**src/rtl/tbt_pkg.sv**
```systemverilog
package tbt_pkg;
  typedef enum logic [1:0] {
    CNT_HOLD = 2'd0,
    CNT_LOAD = 2'd1,
    CNT_INC  = 2'd2
  } cnt_op_e;
endpackage

```
**src/rtl/tbt_prescaler.sv**
```systemverilog
module tbt_prescaler #(
  parameter int unsigned PRE_W = 2
) (
  input  logic clk_i,
  input  logic rst_ni,
  input  logic en_i,
  input  logic clr_i,
  input  logic step_i,
  output logic tick_o
);
  localparam logic [PRE_W-1:0] PreMax = '1;

  logic [PRE_W-1:0] pre_q;

  // terminal strobe, suppressed when a preset clears the prescaler
  assign tick_o = en_i && step_i && !clr_i && (pre_q == PreMax);

  always_ff @(posedge clk_i or negedge rst_ni) begin
    if (!rst_ni) begin
      pre_q <= '0;
    end else if (en_i) begin
      if (clr_i)       pre_q <= '0;
      else if (step_i) pre_q <= pre_q + 1'b1;
    end
  end
endmodule

```
**src/rtl/tbt_counter.sv**
```systemverilog
module tbt_counter
  import tbt_pkg::*;
#(
  parameter int unsigned CNT_W = 8
) (
  input  logic             clk_i,
  input  logic             rst_ni,
  input  cnt_op_e          op_i,
  input  logic [CNT_W-1:0] load_val_i,
  output logic [CNT_W-1:0] count_o,
  output logic             wrap_o
);
  localparam logic [CNT_W-1:0] CntMax = '1;

  logic [CNT_W-1:0] cnt_q;

  assign count_o = cnt_q;
  assign wrap_o  = (op_i == CNT_INC) && (cnt_q == CntMax);

  always_ff @(posedge clk_i or negedge rst_ni) begin
    if (!rst_ni) begin
      cnt_q <= '0;
    end else begin
      unique case (op_i)
        CNT_LOAD: cnt_q <= load_val_i;
        CNT_INC:  cnt_q <= cnt_q + 1'b1;
        default:  cnt_q <= cnt_q;
      endcase
    end
  end
endmodule

```
**src/rtl/tbt_ovf_flag.sv**
```systemverilog
module tbt_ovf_flag (
  input  logic clk_i,
  input  logic rst_ni,
  input  logic en_i,
  input  logic set_i,
  input  logic clr_i,
  output logic flag_o
);
  logic flag_q;

  assign flag_o = flag_q;

  // set beats clear
  always_ff @(posedge clk_i or negedge rst_ni) begin
    if (!rst_ni) begin
      flag_q <= 1'b0;
    end else if (en_i) begin
      if (set_i)      flag_q <= 1'b1;
      else if (clr_i) flag_q <= 1'b0;
    end
  end
endmodule

```
**src/rtl/tbt_timer.sv**
```systemverilog
module tbt_timer
  import tbt_pkg::*;
#(
  parameter int unsigned PRE_W = 2,
  parameter int unsigned CNT_W = 8
) (
  input  logic             clk_i,
  input  logic             rst_ni,
  input  logic             run_i,
  input  logic             cyc_en_i,
  input  logic             load_i,
  input  logic [CNT_W-1:0] load_val_i,
  input  logic             ovf_clr_i,
  output logic [CNT_W-1:0] count_o,
  output logic             ovf_o
);
  logic    tick;
  logic    wrap;
  cnt_op_e cnt_op;

  tbt_prescaler #(.PRE_W(PRE_W)) u_pre (
    .clk_i  (clk_i),
    .rst_ni (rst_ni),
    .en_i   (run_i),
    .clr_i  (load_i),
    .step_i (cyc_en_i),
    .tick_o (tick)
  );

  always_comb begin
    if (!run_i)      cnt_op = CNT_HOLD;
    else if (load_i) cnt_op = CNT_LOAD;
    else if (tick)   cnt_op = CNT_INC;
    else             cnt_op = CNT_HOLD;
  end

  tbt_counter #(.CNT_W(CNT_W)) u_cnt (
    .clk_i      (clk_i),
    .rst_ni     (rst_ni),
    .op_i       (cnt_op),
    .load_val_i (load_val_i),
    .count_o    (count_o),
    .wrap_o     (wrap)
  );

  tbt_ovf_flag u_flag (
    .clk_i  (clk_i),
    .rst_ni (rst_ni),
    .en_i   (run_i),
    .set_i  (wrap),
    .clr_i  (ovf_clr_i),
    .flag_o (ovf_o)
  );
endmodule

```
**config.mk**
```make
export PLATFORM = sky130hd
export DESIGN_NAME = tbt_timer
export DESIGN_NICKNAME = d
export VERILOG_FILES = /design/src/rtl/tbt_pkg.sv /design/src/rtl/tbt_prescaler.sv /design/src/rtl/tbt_counter.sv /design/src/rtl/tbt_ovf_flag.sv /design/src/rtl/tbt_timer.sv
export SDC_FILE = /design/constraint.sdc
export NUM_CORES = 1
export LEC_CHECK = 0
export BUFFER_PORTS_ARGS = -buffer_cell sky130_fd_sc_hd__buf_2
export CORE_MARGIN = 2
export CORE_UTILIZATION = 47
export DETAILED_ROUTE_END_ITERATION = 7
export GPL_TIMING_DRIVEN = 0
export PLACE_DENSITY = 0.76
export SLEW_MARGIN = 20
export SYNTH_ARGS = -nofsm -noshare
export SYNTH_HDL_FRONTEND = slang
export SYNTH_SLANG_ARGS = --single-unit
```
**constraint.sdc**
```tcl
create_clock -name clk_i -period 2 [get_ports clk_i]
set_input_delay 0.3 -clock clk_i [delete_from_list [all_inputs] [get_ports clk_i]]
set_output_delay 0.3 -clock clk_i [all_outputs]
set_load 0.02 [all_outputs]
```
* Yosys cells after proc, flatten, opt, wreduce, memory -nomap -nowiden *
Index checks and enable logic that the tools add are counted.
Widths: inputs -> output; s select.

operators by class
  multiplexer cells = 8
  equality and inequality tests = 4
  reduce and logical (&&, ||, !) cells = 10
  add/subtract/negate cells = 2

operator list
  operator             count
  $pmux 8 s2           1
  $mux 2               5
  $add 8x1->8 const B  1
  $eq 8x8->1 const B   1
  $reduce_bool 2->1    3
  $eq 2x2->1 const B   2
  $logic_and 1x1->1    4
  $reduce_and 2->1     2
  $add 2x1->2 const B  1
  $eq 2x1->1 const B   1
  $mux 1               2
  $logic_not 1->1      1

storage, ports and cells
  flip-flop bits (word level) = 11
  output and inout bits = 9
  logic and storage cells = 27
  bits of input ports = 14

* Depth between registers and ports, before layout *
  word-level depth = 10
  gate-level depth with buffers = 7

* Modules after synthesis *
A second synthesis with hierarchy kept.

unflattened totals
  cell total of the unflattened synthesis = 73
  area, all modules = 690.7 um2

modules (own cells, without submodules)
  module         sequential area each (um2)  cells an instance  area an instance (um2)  instances
  tbt_counter    200.2                       56                 513.0                   1
  tbt_prescaler  50.0                        12                 123.9                   1
  tbt_ovf_flag   25.0                        3                  37.5                    1
  tbt_timer      0.0                         2                  16.3                    1

* Worst setup path after synthesis *
OpenSTA, ideal clock, no wires.

  path kind = register to register
  start = register u_pre.pre_q[0]
  end = register u_cnt.cnt_q[7], in the netlist u_cnt.count_o[7]
  path slack = 0.226 ns
  library setup time = 0.069 ns
  stages on the path, launching flop included = 7
  data required time = 1.931 ns
  period minus slack after synthesis = 1.774 ns
  arrival time = 1.705 ns
  path buffers = 0
  cells stage by stage = dfrtp_1 > ha_1 > nor3b_1 > ha_1 > nand2b_1 > or4_1 > nand3_1

on the way
  longest elaborated chain between the ends = 7
  elaborated cells between the ends (all ways) = 9

ends and longest elaborated chain
  what                                                    line                 text
  start: declaration                                      tbt_prescaler.sv:13  logic [PRE_W-1:0] pre_q;
  start signal: assignment                                tbt_prescaler.sv:23  else if (step_i) pre_q <= pre_q + 1'b1;
  $eq 2x2->1 (*)                                          tbt_prescaler.sv:16  assign tick_o = en_i && step_i && !clr_i && (pre_q == PreMax);
  $logic_and 1x1->1 (*)                                   tbt_prescaler.sv:16
  $mux 2 (*)                                              tbt_timer.sv:33      else if (tick) cnt_op = CNT_INC;
  $mux 2 (*)                                              tbt_timer.sv:32      else if (load_i) cnt_op = CNT_LOAD;
  $mux 2 (*)                                              tbt_timer.sv:31      if (!run_i) cnt_op = CNT_HOLD;
  $eq 2x2->1 / $eq 2x1->1 (equally long branches)         tbt_counter.sv:24    unique case (op_i)
  $pmux 8 s2 / $reduce_bool 2->1 (equally long branches)  -
  end signal: assignment                                  tbt_counter.sv:25    CNT_LOAD: cnt_q <= load_val_i;
  end signal: assignment                                  tbt_counter.sv:26    CNT_INC: cnt_q <= cnt_q + 1'b1;
  end signal: assignment                                  tbt_counter.sv:27    default: cnt_q <= cnt_q;
  end: declaration                                        tbt_counter.sv:15    logic [CNT_W-1:0] cnt_q;

Every way passes the cells marked *; elsewhere a longest branch is shown, timed or not.
A chain may end at the register's enable or synchronous reset.

* Worst setup path in the final report *
Ends and elaborated chain as after synthesis.

==> results by group <==
Setup path
  – FF-to-FF path depth: 6
  – CP required: 2200 ps
  – Register-to-Register Setup Slack: 140 ps
  – Reg2reg start: u_pre.pre_q[0]
  – Critical path type: flip-flop to flip-flop
  – CP max FO: 5
  – Endpoint type of the worst setup path: flip-flop
  – Setup crit start kind: flip-flop
  – Critical Path AT: 2070 ps
  – Reg2reg end: u_cnt.count_o[7]

Synthesis
  – Syn Area/Cell: 9.46 um2
  – Net Count, Synth: 87
  – Number of synthesized register bits: 11
  – Mapped Cells: 70
  – Warnings from Yosys: 0
  – Distinct cell type count after synthesis: 24
  – Synth top area share: 41.6%
  – Asr flop ratio synth: 100%
  – Most numerous cell in the Yosys netlist: dfrtp_1
  – Post-synth top area cell: dfrtp_1
  – Post-synthesis sequential area ratio: 41.6%
  – Ranking of synthesized cells by area: dfrtp_1 (42%), mux2i_1 (7.6%), a22oi_1 (6.8%), ha_1 (5.7%), nand2_1 (4.0%)
  – Synthesized cell area: 662 um2
  – Most instantiated cells after synthesis: dfrtp_1 (11), nand2_1 (7), a22oi_1 (6)
  – Top_reg_cell synth: dfrtp_1
  – Post-synth EDFFs: 0

STA
  – Final clock skew: 0.982 ps
  – RSZ-0062 raised after global routing: false
  – Min cycle time layout: 1860 ps
  – Hold Vio Cnt, Final: 0
  – Fmax: 0.536 GHz
  – Endpoints failing setup: 0
  – Max-slew violation count: 0
  – Max transition margin: 70.3%
  – Final period util: 93.2%
  – Slew at the pin closest to its max-slew limit: 446 ps
  – Setup Total Neg Slack: 0 ps

Detailed routing
  – Vias/cell: 5.52
  – Routed Wire Length: 1.42 mm
  – DR iter-0 viols: 15
  – Routed vias: 618
  – Drt drc: 0
  – Drt first pass iters: 4
  – Final ANT Viol Nets: 0
  – WL/cell: 12.7 um

Finish
  – Final net count: 115
  – Area grow syn2layout: 25.0%
  – Number of diodes: 0
  – Final Util: 63.6%
  – Filler cells: 122
  – Layout cells sized above 1: 29.9%

Floorplanning
  – Initial Util: 50.9%
  – I/O pin count: 23
  – Die outline area: 1720 um2
  – Num rows: 13
  – Core area: 1300 um2
  – Die Y: 41.5 um
  – Die Wd: 41.5 um

Clock tree
  – Worst-skew pair later-pin latency: 260 ps
  – TritonCTS clock tree: yes
  – Setup repair bufs after CTS: 0
  – # clock sinks: 11
  – CTS HTree Levels: 1
  – Longest Clk Path Bufs: 2
  – CTS clk-pin slew, worst paths: 70 ps
  – Post_cts resized: 0
  – TritonCTS buffer count: 3
  – Root buffer cell: clkbuf_4

Status
  – Status: finished, final reports clean

Power
  – Leakage: 0.403 nW
  – Cell Pwr Density: 743 nW/um2
  – Total power draw: 0.615 mW
  – VDD IR max: 378 uV

Min path
  – Hold worst-path end: u_pre.pre_q[0]
  – Hold Crit Class: input pin to flip-flop
  – Hold depth: 2
  – Hold Crit Start: load_i

Global route
  – Initial antenna violation count: 0
  – Vias in the first global route: 587
  – First-pass GRT wire length: 2.37 mm
  – All-Layer GR Usage: 17.8%
  – GR Overflow Total: 0
  – Largest net degree at the start of global routing: 12

Place
  – Port buffer count: 22
  – GP Congestion: 0.752
  – Detailed Place HPWL: 1.08 mm

Flow run
  – Max-Cap Viols: 0
[cells in the final DEF, fill, tap and decap left out]
cell type       n
nor3b_1         2
mux2i_1         5
o22ai_1         2
o21ai_0         4
a22oi_1         6
nand2_1         7
nand2b_1        1
o21bai_1        1
o21a_1          1
a21oi_1         1
dlygate4sd3_1   1
nor2_1          3
ha_1            3
nand3_2         2
nand3_1         5
or4_1           3
inv_1           5
nor3_1          1
o211ai_1        2
dfrtp_1        11
mux2_2          1
buf_2          23
clkbuf_4        3
a32o_1          1
nand4_1         1
clkbuf_1        2
[stage by stage]
step	instances	cell area (um2)	hold WS (ps)	worst slack, ps
floorplan	70	662	4.41	226
global placement	107	791	185	125
global route	112	827	252	26.1
CTS	112	827	236	121
finish	112	827	246	135
detailed placement	107	791	186	90.6
[report_power, final]
part	total (mW)	internal, mW	switching, mW
Sequential	0.296	0.253	0.0425
Clock	0.152	0.0771	0.0750
Combinational	0.167	0.0713	0.0955
[cells by family after synthesis]
| logic type | Yosys count | synth area share (%) |
|---|---|---|
| buf+inv | 7 | 4.16 |
| flops | 11 | 41.6 |
| mux | 6 | 9.26 |
| compound gates | 18 | 18.5 |
| simple gates | 25 | 20.8 |
| fa+ha+maj | 3 | 5.67 |
[repair_timing]
item	CTS	global route
setup endpoints to repair	0	0
hold endpoints to repair	11	0
hold buffers	1	0
[layout make-up]
| class | instances | area [um2] | area share, % |
|---|---|---|---|
| sequential | 11 | 275 | 33.3 |
| clock buffer | 4 | 26.3 | 3.18 |
| timing repair buffer | 23 | 120 | 14.5 |
| tap | 15 | 18.8 | 2.27 |
| buffer | 2 | 8.76 | 1.06 |
| multi-input combinational | 52 | 359 | 43.4 |
| inverter | 5 | 18.8 | 2.27 |
[registers in the layout, indices dropped and copies added (netlist names)]
signal         count
u_cnt.count_o      8
u_pre.pre_q        2
u_flag.flag_o      1
[metal layers]
| layer | track usage, % | wire, um |
|---|---|---|
| met5 | 0 | 0 |
| met4 | 11.0 | 10 |
| met3 | 2.61 | 68 |
| met2 | 27.5 | 683 |
| met1 | 23.3 | 654 |
[critical path, cell delays in order (launching register included)]
cell	delay, ps
dfrtp_1	390
ha_1	190
nor3b_1	140
ha_1	320
nand2b_1	180
or4_1	500
nand3_1	90
[how the worst max path moves through the flow]
| stage | from | endpoint |
|---|---|---|
| after floorplan | u_pre.pre_q[0] | u_cnt.count_o[7] |
| after global placement | run_i | u_cnt.count_o[7] |
| after CTS | u_pre.pre_q[0] | u_cnt.count_o[7] |
| final | u_pre.pre_q[0] | u_cnt.count_o[7] |
| after global routing | u_pre.pre_q[0] | u_cnt.count_o[7] |
| after detailed placement | run_i | u_cnt.count_o[7] |
Note: power is estimated with default switching activity, not from simulation.
